File: config.mk
export PLATFORM = sky130hd
export DESIGN_NAME = iq_phase_rotator
export DESIGN_NICKNAME = d
export VERILOG_FILES = /design/src/rtl/iq_rot_pkg.sv /design/src/rtl/iq_rot_micro.sv /design/src/rtl/iq_rot_group.sv /design/src/rtl/iq_rot_delay.sv /design/src/rtl/iq_rot_gain.sv /design/src/rtl/iq_phase_rotator.sv
export SDC_FILE = /design/constraint.sdc
export NUM_CORES = 1
export LEC_CHECK = 0
export BUFFER_PORTS_ARGS = -buffer_cell sky130_fd_sc_hd__buf_2
export CELL_PAD_IN_SITES_DETAIL_PLACEMENT = 1
export CELL_PAD_IN_SITES_GLOBAL_PLACEMENT = 2
export CORE_MARGIN = 10
export CORE_UTILIZATION = 40
export CTS_BUF_LIST = sky130_fd_sc_hd__clkbuf_2
export DETAILED_ROUTE_END_ITERATION = 16
export GPL_TIMING_DRIVEN = 1
export PLACE_DENSITY = 0.79
export SYNTH_ARGS = -nofsm -noshare
export SYNTH_HDL_FRONTEND = slang
export SYNTH_SLANG_ARGS = --single-unit
File: constraint.sdc
create_clock -name clk_i -period 14.84 [get_ports clk_i]
set_clock_uncertainty 0.2 [all_clocks]
set_input_delay 2.226 -clock clk_i [delete_from_list [all_inputs] [get_ports clk_i]]
set_output_delay 2.226 -clock clk_i [all_outputs]
set_load 0.02 [all_outputs]
File: src/rtl/iq_rot_pkg.sv
package iq_rot_pkg;

  // atan(2^-i) in units of pi/65536
  function automatic int atan_hp(input int i);
    case (i)
      0: return 16384;
      1: return 9672;
      2: return 5110;
      3: return 2594;
      4: return 1302;
      5: return 652;
      6: return 326;
      7: return 163;
      8: return 81;
      default: return 20861 >> i;
    endcase
  endfunction

  // same constant rounded to units of pi/2^frac (frac <= 16)
  function automatic int atan_c(input int i, input int frac);
    int sh;
    sh = 16 - frac;
    if (sh <= 0) return atan_hp(i);
    return (atan_hp(i) + (1 << (sh - 1))) >> sh;
  endfunction

endpackage

File: src/rtl/iq_rot_micro.sv
module iq_rot_micro #(
  parameter int IDX  = 0,
  parameter int W    = 18,
  parameter int ZW   = 16,
  parameter int ZFRC = 14
) (
  input  logic signed [W-1:0]  x_i,
  input  logic signed [W-1:0]  y_i,
  input  logic signed [ZW-1:0] z_i,
  output logic signed [W-1:0]  x_o,
  output logic signed [W-1:0]  y_o,
  output logic signed [ZW-1:0] z_o
);
  localparam logic signed [ZW-1:0] STEP = ZW'(iq_rot_pkg::atan_c(IDX, ZFRC));

  logic signed [W-1:0] xs, ys;
  logic                d_pos;

  assign d_pos = ~z_i[ZW-1];
  assign xs    = x_i >>> IDX;
  assign ys    = y_i >>> IDX;

  always_comb begin
    if (d_pos) begin
      x_o = x_i - ys;
      y_o = y_i + xs;
      z_o = z_i - STEP;
    end else begin
      x_o = x_i + ys;
      y_o = y_i - xs;
      z_o = z_i + STEP;
    end
  end
endmodule

File: src/rtl/iq_rot_group.sv
module iq_rot_group #(
  parameter int FIRST = 0,
  parameter int CNT   = 3,
  parameter int W     = 18,
  parameter int ZW    = 16,
  parameter int ZFRC  = 14
) (
  input  logic                 clk_i,
  input  logic                 rst_ni,
  input  logic signed [W-1:0]  x_i,
  input  logic signed [W-1:0]  y_i,
  input  logic signed [ZW-1:0] z_i,
  output logic signed [W-1:0]  x_o,
  output logic signed [W-1:0]  y_o,
  output logic signed [ZW-1:0] z_o
);
  logic signed [W-1:0]  xc [CNT+1];
  logic signed [W-1:0]  yc [CNT+1];
  logic signed [ZW-1:0] zc [CNT+1];

  assign xc[0] = x_i;
  assign yc[0] = y_i;
  assign zc[0] = z_i;

  for (genvar s = 0; s < CNT; s++) begin : g_stage
    iq_rot_micro #(.IDX(FIRST + s), .W(W), .ZW(ZW), .ZFRC(ZFRC)) u_micro (
      .x_i(xc[s]),   .y_i(yc[s]),   .z_i(zc[s]),
      .x_o(xc[s+1]), .y_o(yc[s+1]), .z_o(zc[s+1])
    );
  end

  always_ff @(posedge clk_i or negedge rst_ni) begin
    if (!rst_ni) begin
      x_o <= '0;
      y_o <= '0;
      z_o <= '0;
    end else begin
      x_o <= xc[CNT];
      y_o <= yc[CNT];
      z_o <= zc[CNT];
    end
  end
endmodule

File: src/rtl/iq_rot_delay.sv
module iq_rot_delay #(
  parameter int DEPTH = 4,
  parameter int WIDTH = 25
) (
  input  logic             clk_i,
  input  logic             rst_ni,
  input  logic [WIDTH-1:0] d_i,
  output logic [WIDTH-1:0] q_o
);
  if (DEPTH == 0) begin : g_bypass
    assign q_o = d_i;
  end else begin : g_regs
    logic [WIDTH-1:0] sr [DEPTH];
    always_ff @(posedge clk_i or negedge rst_ni) begin
      if (!rst_ni) begin
        for (int k = 0; k < DEPTH; k++) sr[k] <= '0;
      end else begin
        sr[0] <= d_i;
        for (int k = 1; k < DEPTH; k++) sr[k] <= sr[k-1];
      end
    end
    assign q_o = sr[DEPTH-1];
  end
endmodule

File: src/rtl/iq_rot_gain.sv
module iq_rot_gain #(
  parameter int W  = 18,
  parameter int FB = 3,
  parameter int RW = 13
) (
  input  logic signed [W-1:0]  v_i,
  output logic signed [RW-1:0] r_o
);
  localparam logic signed [W-1:0] RND = W'(1 << (FB - 1));

  logic signed [W-1:0] scaled;

  // 0.6073 ~= 2^-1 + 2^-3 - 2^-6 - 2^-9 - 2^-13
  assign scaled = (v_i >>> 1) + (v_i >>> 3) - (v_i >>> 6) - (v_i >>> 9) - (v_i >>> 13);
  assign r_o    = RW'((scaled + RND) >>> FB);
endmodule

File: src/rtl/iq_phase_rotator.sv
module iq_phase_rotator #(
  parameter int DW    = 12,
  parameter int AW    = 12,
  parameter int NITER = 9,
  parameter int GRP   = 3
) (
  input  logic                 clk_i,
  input  logic                 rst_ni,
  input  logic                 valid_i,
  input  logic signed [DW-1:0] fb_re_i,
  input  logic signed [DW-1:0] fb_im_i,
  input  logic signed [AW-1:0] corr_phase_i,
  input  logic signed [DW-1:0] ref_re_i,
  input  logic signed [DW-1:0] ref_im_i,
  output logic                 valid_o,
  output logic signed [DW+1:0] ret_re_o,
  output logic signed [DW+1:0] ret_im_o
);
  localparam int FB    = 3;
  localparam int ZF    = 3;
  localparam int W     = DW + 3 + FB;
  localparam int ZW    = AW + ZF + 1;
  localparam int ZFRC  = AW - 1 + ZF;
  localparam int NGRP  = (NITER + GRP - 1) / GRP;
  localparam int RW    = DW + 1;
  localparam int OW    = DW + 2;
  localparam int DLY_W = 2 * DW + 1;

  localparam logic signed [ZW-1:0] Z_PI   = ZW'(1 << ZFRC);
  localparam logic signed [ZW-1:0] Z_HALF = ZW'(1 << (ZFRC - 1));
  localparam logic signed [ZW-1:0] Z_RES  = ZW'(iq_rot_pkg::atan_c(NITER - 1, ZFRC) + NITER);
  localparam logic signed [RW-1:0] ROT_MAX = RW'(3 << (DW - 2));
  localparam logic signed [OW-1:0] RET_MAX = OW'(5 << (DW - 2));

  // ---------------- quadrant fold + input register ----------------
  logic signed [W-1:0]  x_in, y_in, x_f, y_f;
  logic signed [ZW-1:0] z_in, z_f;
  logic                 hi, lo;

  assign x_in = $signed({{(W-DW-FB){fb_re_i[DW-1]}}, fb_re_i, {FB{1'b0}}});
  assign y_in = $signed({{(W-DW-FB){fb_im_i[DW-1]}}, fb_im_i, {FB{1'b0}}});
  assign z_in = $signed({{(ZW-AW-ZF){corr_phase_i[AW-1]}}, corr_phase_i, {ZF{1'b0}}});
  assign hi   = z_in > Z_HALF;
  assign lo   = z_in < -Z_HALF;

  always_comb begin
    x_f = x_in;
    y_f = y_in;
    z_f = z_in;
    if (hi || lo) begin
      x_f = -x_in;
      y_f = -y_in;
      z_f = hi ? z_in - Z_PI : z_in + Z_PI;
    end
  end

  logic signed [W-1:0]  gx [NGRP+1];
  logic signed [W-1:0]  gy [NGRP+1];
  logic signed [ZW-1:0] gz [NGRP+1];

  always_ff @(posedge clk_i or negedge rst_ni) begin
    if (!rst_ni) begin
      gx[0] <= '0;
      gy[0] <= '0;
      gz[0] <= '0;
    end else begin
      gx[0] <= x_f;
      gy[0] <= y_f;
      gz[0] <= z_f;
    end
  end

  assert_fold_range_R3: assert property (@(posedge clk_i) disable iff (!rst_ni)
    (gz[0] <= Z_HALF) && (gz[0] >= -Z_HALF));

  // ---------------- grouped micro-rotations ----------------
  for (genvar g = 0; g < NGRP; g++) begin : g_grp
    localparam int FIRST = g * GRP;
    localparam int CNT   = (NITER - FIRST < GRP) ? NITER - FIRST : GRP;
    iq_rot_group #(.FIRST(FIRST), .CNT(CNT), .W(W), .ZW(ZW), .ZFRC(ZFRC)) u_grp (
      .clk_i (clk_i),
      .rst_ni(rst_ni),
      .x_i   (gx[g]),   .y_i(gy[g]),   .z_i(gz[g]),
      .x_o   (gx[g+1]), .y_o(gy[g+1]), .z_o(gz[g+1])
    );
  end

  assert_residual_R7: assert property (@(posedge clk_i) disable iff (!rst_ni)
    (gz[NGRP] <= Z_RES) && (gz[NGRP] >= -Z_RES));

  // ---------------- operand alignment ----------------
  logic [DLY_W-1:0] dly_q;
  logic             vld_d;
  logic signed [DW-1:0] ref_re_d, ref_im_d;

  iq_rot_delay #(.DEPTH(NGRP + 1), .WIDTH(DLY_W)) u_dly (
    .clk_i (clk_i),
    .rst_ni(rst_ni),
    .d_i   ({valid_i, ref_re_i, ref_im_i}),
    .q_o   (dly_q)
  );

  assign vld_d    = dly_q[DLY_W-1];
  assign ref_re_d = $signed(dly_q[2*DW-1:DW]);
  assign ref_im_d = $signed(dly_q[DW-1:0]);

  // ---------------- gain compensation + return subtraction ----------------
  logic signed [RW-1:0] rot_re, rot_im;
  logic signed [OW-1:0] sum_re, sum_im;

  iq_rot_gain #(.W(W), .FB(FB), .RW(RW)) u_gain_re (.v_i(gx[NGRP]), .r_o(rot_re));
  iq_rot_gain #(.W(W), .FB(FB), .RW(RW)) u_gain_im (.v_i(gy[NGRP]), .r_o(rot_im));

  assert_rot_mag_R4: assert property (@(posedge clk_i) disable iff (!rst_ni)
    vld_d |-> (rot_re <= ROT_MAX) && (rot_re >= -ROT_MAX) &&
              (rot_im <= ROT_MAX) && (rot_im >= -ROT_MAX));

  // two's complement of the rotated operand, then add
  assign sum_re = OW'(ref_re_d) + (~OW'(rot_re)) + OW'(1);
  assign sum_im = OW'(ref_im_d) + (~OW'(rot_im)) + OW'(1);

  always_ff @(posedge clk_i or negedge rst_ni) begin
    if (!rst_ni) begin
      valid_o  <= 1'b0;
      ret_re_o <= '0;
      ret_im_o <= '0;
    end else begin
      valid_o  <= vld_d;
      ret_re_o <= sum_re;
      ret_im_o <= sum_im;
    end
  end

  assert_no_overflow_R4: assert property (@(posedge clk_i) disable iff (!rst_ni)
    valid_o |-> (ret_re_o <= RET_MAX) && (ret_re_o >= -RET_MAX) &&
                (ret_im_o <= RET_MAX) && (ret_im_o >= -RET_MAX));
endmodule

# Word-level counts from Yosys, hierarchy flattened
# Cells that the tools add are included.
[classes] addsub=69 order_cmp=2 mux=30 bitwise=2 n_reduce_logical=1
[op_table] operator="$mux 18" count=20
[op_table] operator="$mux 16" count=10
[op_table] operator="$add 18x10->18" count=2
[op_table] operator="$add 18x11->18" count=2
[op_table] operator="$add 18x12->18" count=2
[op_table] operator="$add 18x13->18" count=2
[op_table] operator="$add 18x14->18" count=2
[op_table] operator="$add 18x15->18" count=2
[op_table] operator="$add 18x16->18" count=2
[op_table] operator="$add 18x17->18" count=2
[op_table] operator="$neg 15->18" count=2
[op_table] operator="$sub 18x10->18" count=2
[op_table] operator="$sub 18x11->18" count=2
[op_table] operator="$sub 18x12->18" count=2
[op_table] operator="$sub 18x13->18" count=2
[op_table] operator="$sub 18x14->18" count=2
[op_table] operator="$sub 18x15->18" count=2
[op_table] operator="$sub 18x16->18" count=2
[op_table] operator="$sub 18x17->18" count=2
[op_table] operator="$sub 18x18->18" count=2
[op_table] operator="$add 16x15->16" count=2
[op_table] operator="$add 16x4->16 const B" count=2
[op_table] operator="$sub 16x12->16" count=2
[op_table] operator="$sub 16x5->16" count=2
[op_table] operator="other kinds (26)" count=30
[word_totals] reg_bits=321 in_bits=63 out_inout_bits=29 elab_cells=122

# Depth between registers and ports, before layout
[depth] ltp_word=8 ltp_mapped=41 mapped_depth_nobuf=40

# Cells and area by module
# From an unflattened synthesis, not the netlist that was laid out.
[unflattened] hier_cells=4700 area_unflattened_um2=39980.8
[by_module_without_submodules] mod="iq_rot_group" instances=3 cells_per_inst=52 area_each_um2=1301.2 seq_area_each_um2=1301.2
[by_module_without_submodules] mod="iq_phase_rotator" instances=1 cells_per_inst=354 area_each_um2=3706.1 seq_area_each_um2=1801.7
[by_module_without_submodules] mod="iq_rot_micro at g_grp[1].u_grp.g_stage[2].u_micro" instances=1 cells_per_inst=430 area_each_um2=3085.5 seq_area_each_um2=0.0
[by_module_without_submodules] mod="iq_rot_micro at g_grp[0].u_grp.g_stage[0].u_micro" instances=1 cells_per_inst=430 area_each_um2=3030.4 seq_area_each_um2=0.0
[by_module_without_submodules] mod="iq_rot_micro at g_grp[1].u_grp.g_stage[0].u_micro" instances=1 cells_per_inst=419 area_each_um2=3016.6 seq_area_each_um2=0.0
[by_module_without_submodules] mod="iq_rot_micro at g_grp[0].u_grp.g_stage[1].u_micro" instances=1 cells_per_inst=412 area_each_um2=2925.3 seq_area_each_um2=0.0
[by_module_without_submodules] mod="iq_rot_micro at g_grp[0].u_grp.g_stage[2].u_micro" instances=1 cells_per_inst=410 area_each_um2=2881.5 seq_area_each_um2=0.0
[by_module_without_submodules] mod="iq_rot_micro at g_grp[2].u_grp.g_stage[1].u_micro" instances=1 cells_per_inst=399 area_each_um2=2846.5 seq_area_each_um2=0.0
[by_module_without_submodules] mod="iq_rot_micro at g_grp[2].u_grp.g_stage[0].u_micro" instances=1 cells_per_inst=382 area_each_um2=2806.4 seq_area_each_um2=0.0
[by_module_without_submodules] mod="iq_rot_micro at g_grp[1].u_grp.g_stage[1].u_micro" instances=1 cells_per_inst=386 area_each_um2=2750.1 seq_area_each_um2=0.0
[by_module_without_submodules] mod="iq_rot_micro at g_grp[2].u_grp.g_stage[2].u_micro" instances=1 cells_per_inst=380 area_each_um2=2737.6 seq_area_each_um2=0.0
[by_module_without_submodules] mod="iq_rot_delay" instances=1 cells_per_inst=125 area_each_um2=2690.1 seq_area_each_um2=2502.4
[by_module_without_submodules] mod="iq_rot_gain at u_gain_re" instances=1 cells_per_inst=215 area_each_um2=1819.2 seq_area_each_um2=0.0
[by_module_without_submodules] mod="iq_rot_gain at u_gain_im" instances=1 cells_per_inst=202 area_each_um2=1781.7 seq_area_each_um2=0.0

# Least setup slack after synthesis
# OpenSTA, ideal clock, no wires.
[synth_timing] path_type="flip-flop to flip-flop" from="register, netlist name g_grp[1].u_grp.z_o[15]" to="register, netlist name g_grp[2].u_grp.x_o[17]" setup_time_ns=0.134 arrival_ns=7.625 required_time_ns=14.506 setup_slack_ns=6.881 stages_incl_launch_ff=36 n_path_buf=3 period_less_slack_ns=7.959 path_cell_list="dfrtp_1 > clkbuf_1 > inv_1 > ha_1 > nor2b_1 > o31a_1 > o211a_1 > o2111ai_1 > a31oi_1 > o41a_1 > buf_4 > inv_6 > clkbuf_1 > nand2_1 > o21ai_0 > ha_1 > nor2b_1 > o31a_1 > o31ai_1 > a211oi_1 > a31o_2 > nand3_1 > nand2_1 > a21o_1 > a21oi_1 > xnor2_4 > a211oi_1 > a21o_1 > ha_1 > or3_1 > a311oi_1 > o31ai_1 > o21a_1 > nor3_1 > o21ba_2 > xnor3_1"
[synth_between] elab_chain_cells=5 word_cells_on_any_way=17 classes_between="10 x add/sub; 7 x mux"
[synth_rtl] item="$mux 18, or another cell as far along" line="iq_rot_micro.sv:24" source="if (d_pos) begin"
[synth_rtl] item="$sub 18x11->18, or another cell as far along" line="iq_rot_micro.sv:25" source="x_o = x_i - ys;"
[synth_rtl] item="$mux 18, or another cell as far along" line="iq_rot_micro.sv:24"
[synth_rtl] item="$sub 18x10->18, or another cell as far along" line="iq_rot_micro.sv:25"
[synth_rtl] item="$mux 18 *" line="iq_rot_micro.sv:24"
[synth_rtl] item="named net g_grp[2].u_grp.g_stage[2].u_micro.x_o[17]" line="iq_rot_micro.sv:10" source="output logic signed [W-1:0] x_o,"
# The timed path passes the listed nets; every way through them passes the cells marked *.

# Final worst setup path
[layout_timing] from="register, netlist name g_grp[0].u_grp.z_o[15]" to="register, netlist name g_grp[1].u_grp.z_o[14]"
[layout_between] elab_chain_cells=5 word_cells_on_any_way=9 classes_between="6 x add/sub; 3 x mux"
[layout_rtl] item="$mux 16 *" line="iq_rot_micro.sv:24"
[layout_rtl] item="$sub 16x10->16, or another cell as far along" line="iq_rot_micro.sv:27" source="z_o = z_i - STEP;"
[layout_rtl] item="$mux 16 *" line="iq_rot_micro.sv:24"
[layout_rtl] item="$sub 16x9->16, or another cell as far along" line="iq_rot_micro.sv:27"
[layout_rtl] item="$mux 16 *" line="iq_rot_micro.sv:24"
[layout_rtl] item="named net g_grp[1].u_grp.g_stage[2].u_micro.z_o[14]" line="iq_rot_micro.sv:12" source="output logic signed [ZW-1:0] z_o"
# Marks and branches as above.

==> impl_metrics.csv <==
group,metric,value,unit
status,status,"complete, no violations",
synth,synth_top_area_cell,"dfrtp_1",
run,max_cap_violations,0,
critical_path,startpoint_type,"flip-flop",
drt,drt-pass1-iter-count,5,
die,ioPinCount,92,
clocking,cts-root-buf,"clkbuf_2",
die,dieArea,0.0991,mm^2
timing,fin_crit_sh,66.8,%
clocking,post_cts_buffers,0,
die,core_area,0.0865,mm^2
grt,grt_pass1_vias,30500,
synth,syn_avg_cell_area,8.70,um^2
timing,hold_violations,0,
place,port_buffers,91,
synth,ys_seq_elements,306,
synth,syn_inst,3996,
clocking,ctsResizeCount,0,
synth,ys_seq_area_share,22.0,%
clocking,clkSlewWorstSetupHoldPaths,0.13,ns
timing,timing.setup.tns,0,ns
drt,via_per_inst,5.37,
drt,drc,0,
place,hpwl,79.0,mm
critical_path,critPathCaptureType,"flip-flop",
place,placed_cells,5198,
clocking,htree_levels,3,
grt,grt-ovfl-total,0,
grt,antenna_found_initial,4,
drt,post_drt_wl_per_cell,17.8,um
synth,yosys-top-cells-area,"dfrtp_1 (22%), ha_1 (18%), xnor2_1 (8.9%)",
synth,yosys_warnings,0,
finish,area_delta_synth_final,7.56,%
clocking,cts_tree,"built",
timing,worstMarginPinSlew,1.00,ns
grt,grt_pass1_wl,159,mm
die,die_y,315,um
synth,ys.flop_type,"dfrtp_1",
synth,synth_top_area_share,22.0,%
timing,period_needed,9.91,ns
critical_path,slowest_stage,"clkinv_1",
grt,grt_max_degree,73,
drt,vias,28700,
timing,fmax,101,MHz
drt,ant_nets,0,
timing,setup_viol,0,
synth,async_flop_share,100,%
critical_path,cp.required,15.61,ns
timing,maxSlewHeadroom,32.8,%
critical_path,slowest_delay,0.62,ns
finish,nFillCells,10400,
synth,yosysUniqueCellTypes,104,
drt,drtIter0Drc,1137,
timing,whs,0.0952,ns
clocking,postCtsHoldBufs,0,
clocking,clock-sinks,306,
grt,gr-usage-all-layers,19.3,%
finish,fin_nets,4792,
timing,maxSlewViolCount,0,
critical_path,worstPathArrival,10.68,ns
critical_path,crit_top_cell,"o21ai_0",
clocking,clock_latency,1.26,ns
finish,drive_above_1_share,7.92,%
die,std_cell_rows,108,
timing,rsz0062_at_grt,"false",
drt,wl,95.1,mm
finish,finalNonFillerCells,5352,
clocking,cts_inserted_buffers,86,
place,gp_congestion,0.872,
clocking,clock_path_buffers,3,
critical_path,critical-path-top-delay-family,"compound AO/OA/AOI/OAI gates",
critical_path,path_class,"flip-flop to flip-flop",
die,die_w,315,um
critical_path,critPathMaxFanout,38,
synth,synth_edf_count,0,
die,start_util,40.2,%
worst_hold_path,hp-class,"flip-flop to flip-flop",
synth,synth_nets,4657,
synth,syn-cell-area,0.0348,mm^2
critical_path,crit_buf_inv,5,
[synthesized netlist by cell type (44+ instances only)]
| library cell | n |
|---|---|
| a21o_1 | 113 |
| xnor2_1 | 353 |
| o21bai_1 | 44 |
| inv_1 | 334 |
| clkbuf_1 | 47 |
| xor2_1 | 166 |
| ha_1 | 509 |
| dfrtp_1 | 306 |
| o21a_1 | 60 |
| fa_1 | 89 |
| a21oi_1 | 305 |
| nor2_1 | 365 |
| nor2b_1 | 53 |
| o21ai_0 | 218 |
| a21boi_0 | 52 |
| nand3_1 | 54 |
| a31oi_1 | 54 |
| nand2_1 | 189 |
| nor3_1 | 106 |
| nand2b_1 | 48 |
[layer usage]
layer / routed length (um) / share of wire (%) / vias to the layer above / GRT usage, %
met3: 1750 / 1.8 / 82 / 2.18
met1: 46800 / 49 / 14000 / 26.0
met4: 1290 / 1.4 / 0 / 3.94
li1: - / - / 14500 / -
met5: 0 / 0 / - / 0
met2: 45200 / 48 / 210 / 33.1
[state kept, by name, indices dropped and copies added, names as in the netlist]
name and flops:
ret_im_o 14, g_grp.u_grp.x_o 52, u_dly.g_regs.sr 75, gx 15, g_grp.u_grp.y_o 53, gy 15
gz 13, g_grp.u_grp.z_o 29, valid_o 1, ret_re_o 14, u_dly.q_o 25
[layout make-up]
type | count | area [um^2] | area share (%)
Timing Repair Buffer | 108 | 593 | 1.59
Sequential cell | 306 | 7660 | 20.5
Clock inverter | 42 | 283 | 0.756
Multi-Input combinational cell | 3293 | 25600 | 68.4
Inverter | 336 | 1270 | 3.39
Tap cell | 1155 | 1450 | 3.87
Antenna cell | 4 | 10.0 | 0.0268
Clock buffer | 108 | 541 | 1.45
[through the flow]
step                      util [%]  cell area, um^2  worst slack (ns)
after floorplan                  -            34800              6.88
after global placement        42.3            36500              5.31
after detailed placement      42.3            36500              5.04
after CTS                     43.2            37400              4.94
after global routing          43.2            37400              3.88
final                         43.2            37400              4.93
[cell families after synthesis]
| family | after synthesis | share of synthesized area [%] |
|---|---|---|
| AO/OA/AOI/OAI | 1076 | 20.0 |
| XOR/XNOR | 534 | 14.0 |
| adder cells (fa/ha/maj) | 598 | 23.5 |
| buffers and inverters | 397 | 4.37 |
| flip-flops | 306 | 22.0 |
| multiplexers | 46 | 1.43 |
| AND/OR/NAND/NOR | 1039 | 14.7 |
[placed cells by master (no fill, tap or decap), types with 24 or more instances in the layout]
cell type,count
clkbuf_2,108
nand2b_1,48
and3_1,34
fa_1,89
nor2b_1,53
ha_1,509
nor3_1,105
nand3_1,54
nand2_1,189
o21a_1,60
clkinv_1,24
xor2_1,166
or3_1,31
o21bai_1,44
o21ai_0,216
a21oi_1,305
a31oi_1,54
a211oi_1,40
inv_1,334
dfrtp_1,306
nor4_1,30
a21o_1,113
nor2_1,365
o31ai_1,28
a21boi_0,52
xnor2_1,353
buf_2,90
[worst paths after layout]
check | start | to | slack [ns] | cells after the start
hold / removal | u_dly.g_regs.sr[51] | u_dly.g_regs.sr[26] | 0.1 | 0
min in group asynchronous | rst_ni | u_dly.q_o[13] | 0.79 | 1
hold reg to reg | u_dly.g_regs.sr[51] | u_dly.g_regs.sr[26] | 0.1 | 0
setup reg to reg | g_grp[0].u_grp.z_o[15] | g_grp[1].u_grp.z_o[14] | 4.93 | 32
setup / recovery | g_grp[0].u_grp.z_o[15] | g_grp[1].u_grp.z_o[14] | 4.93 | 32
max in group asynchronous | rst_ni | gz[54] | 11.57 | 3
Power is left out: the tool's default activity adds up to more than one toggle a clock period on the data nets, which glitch-free logic cannot reach.
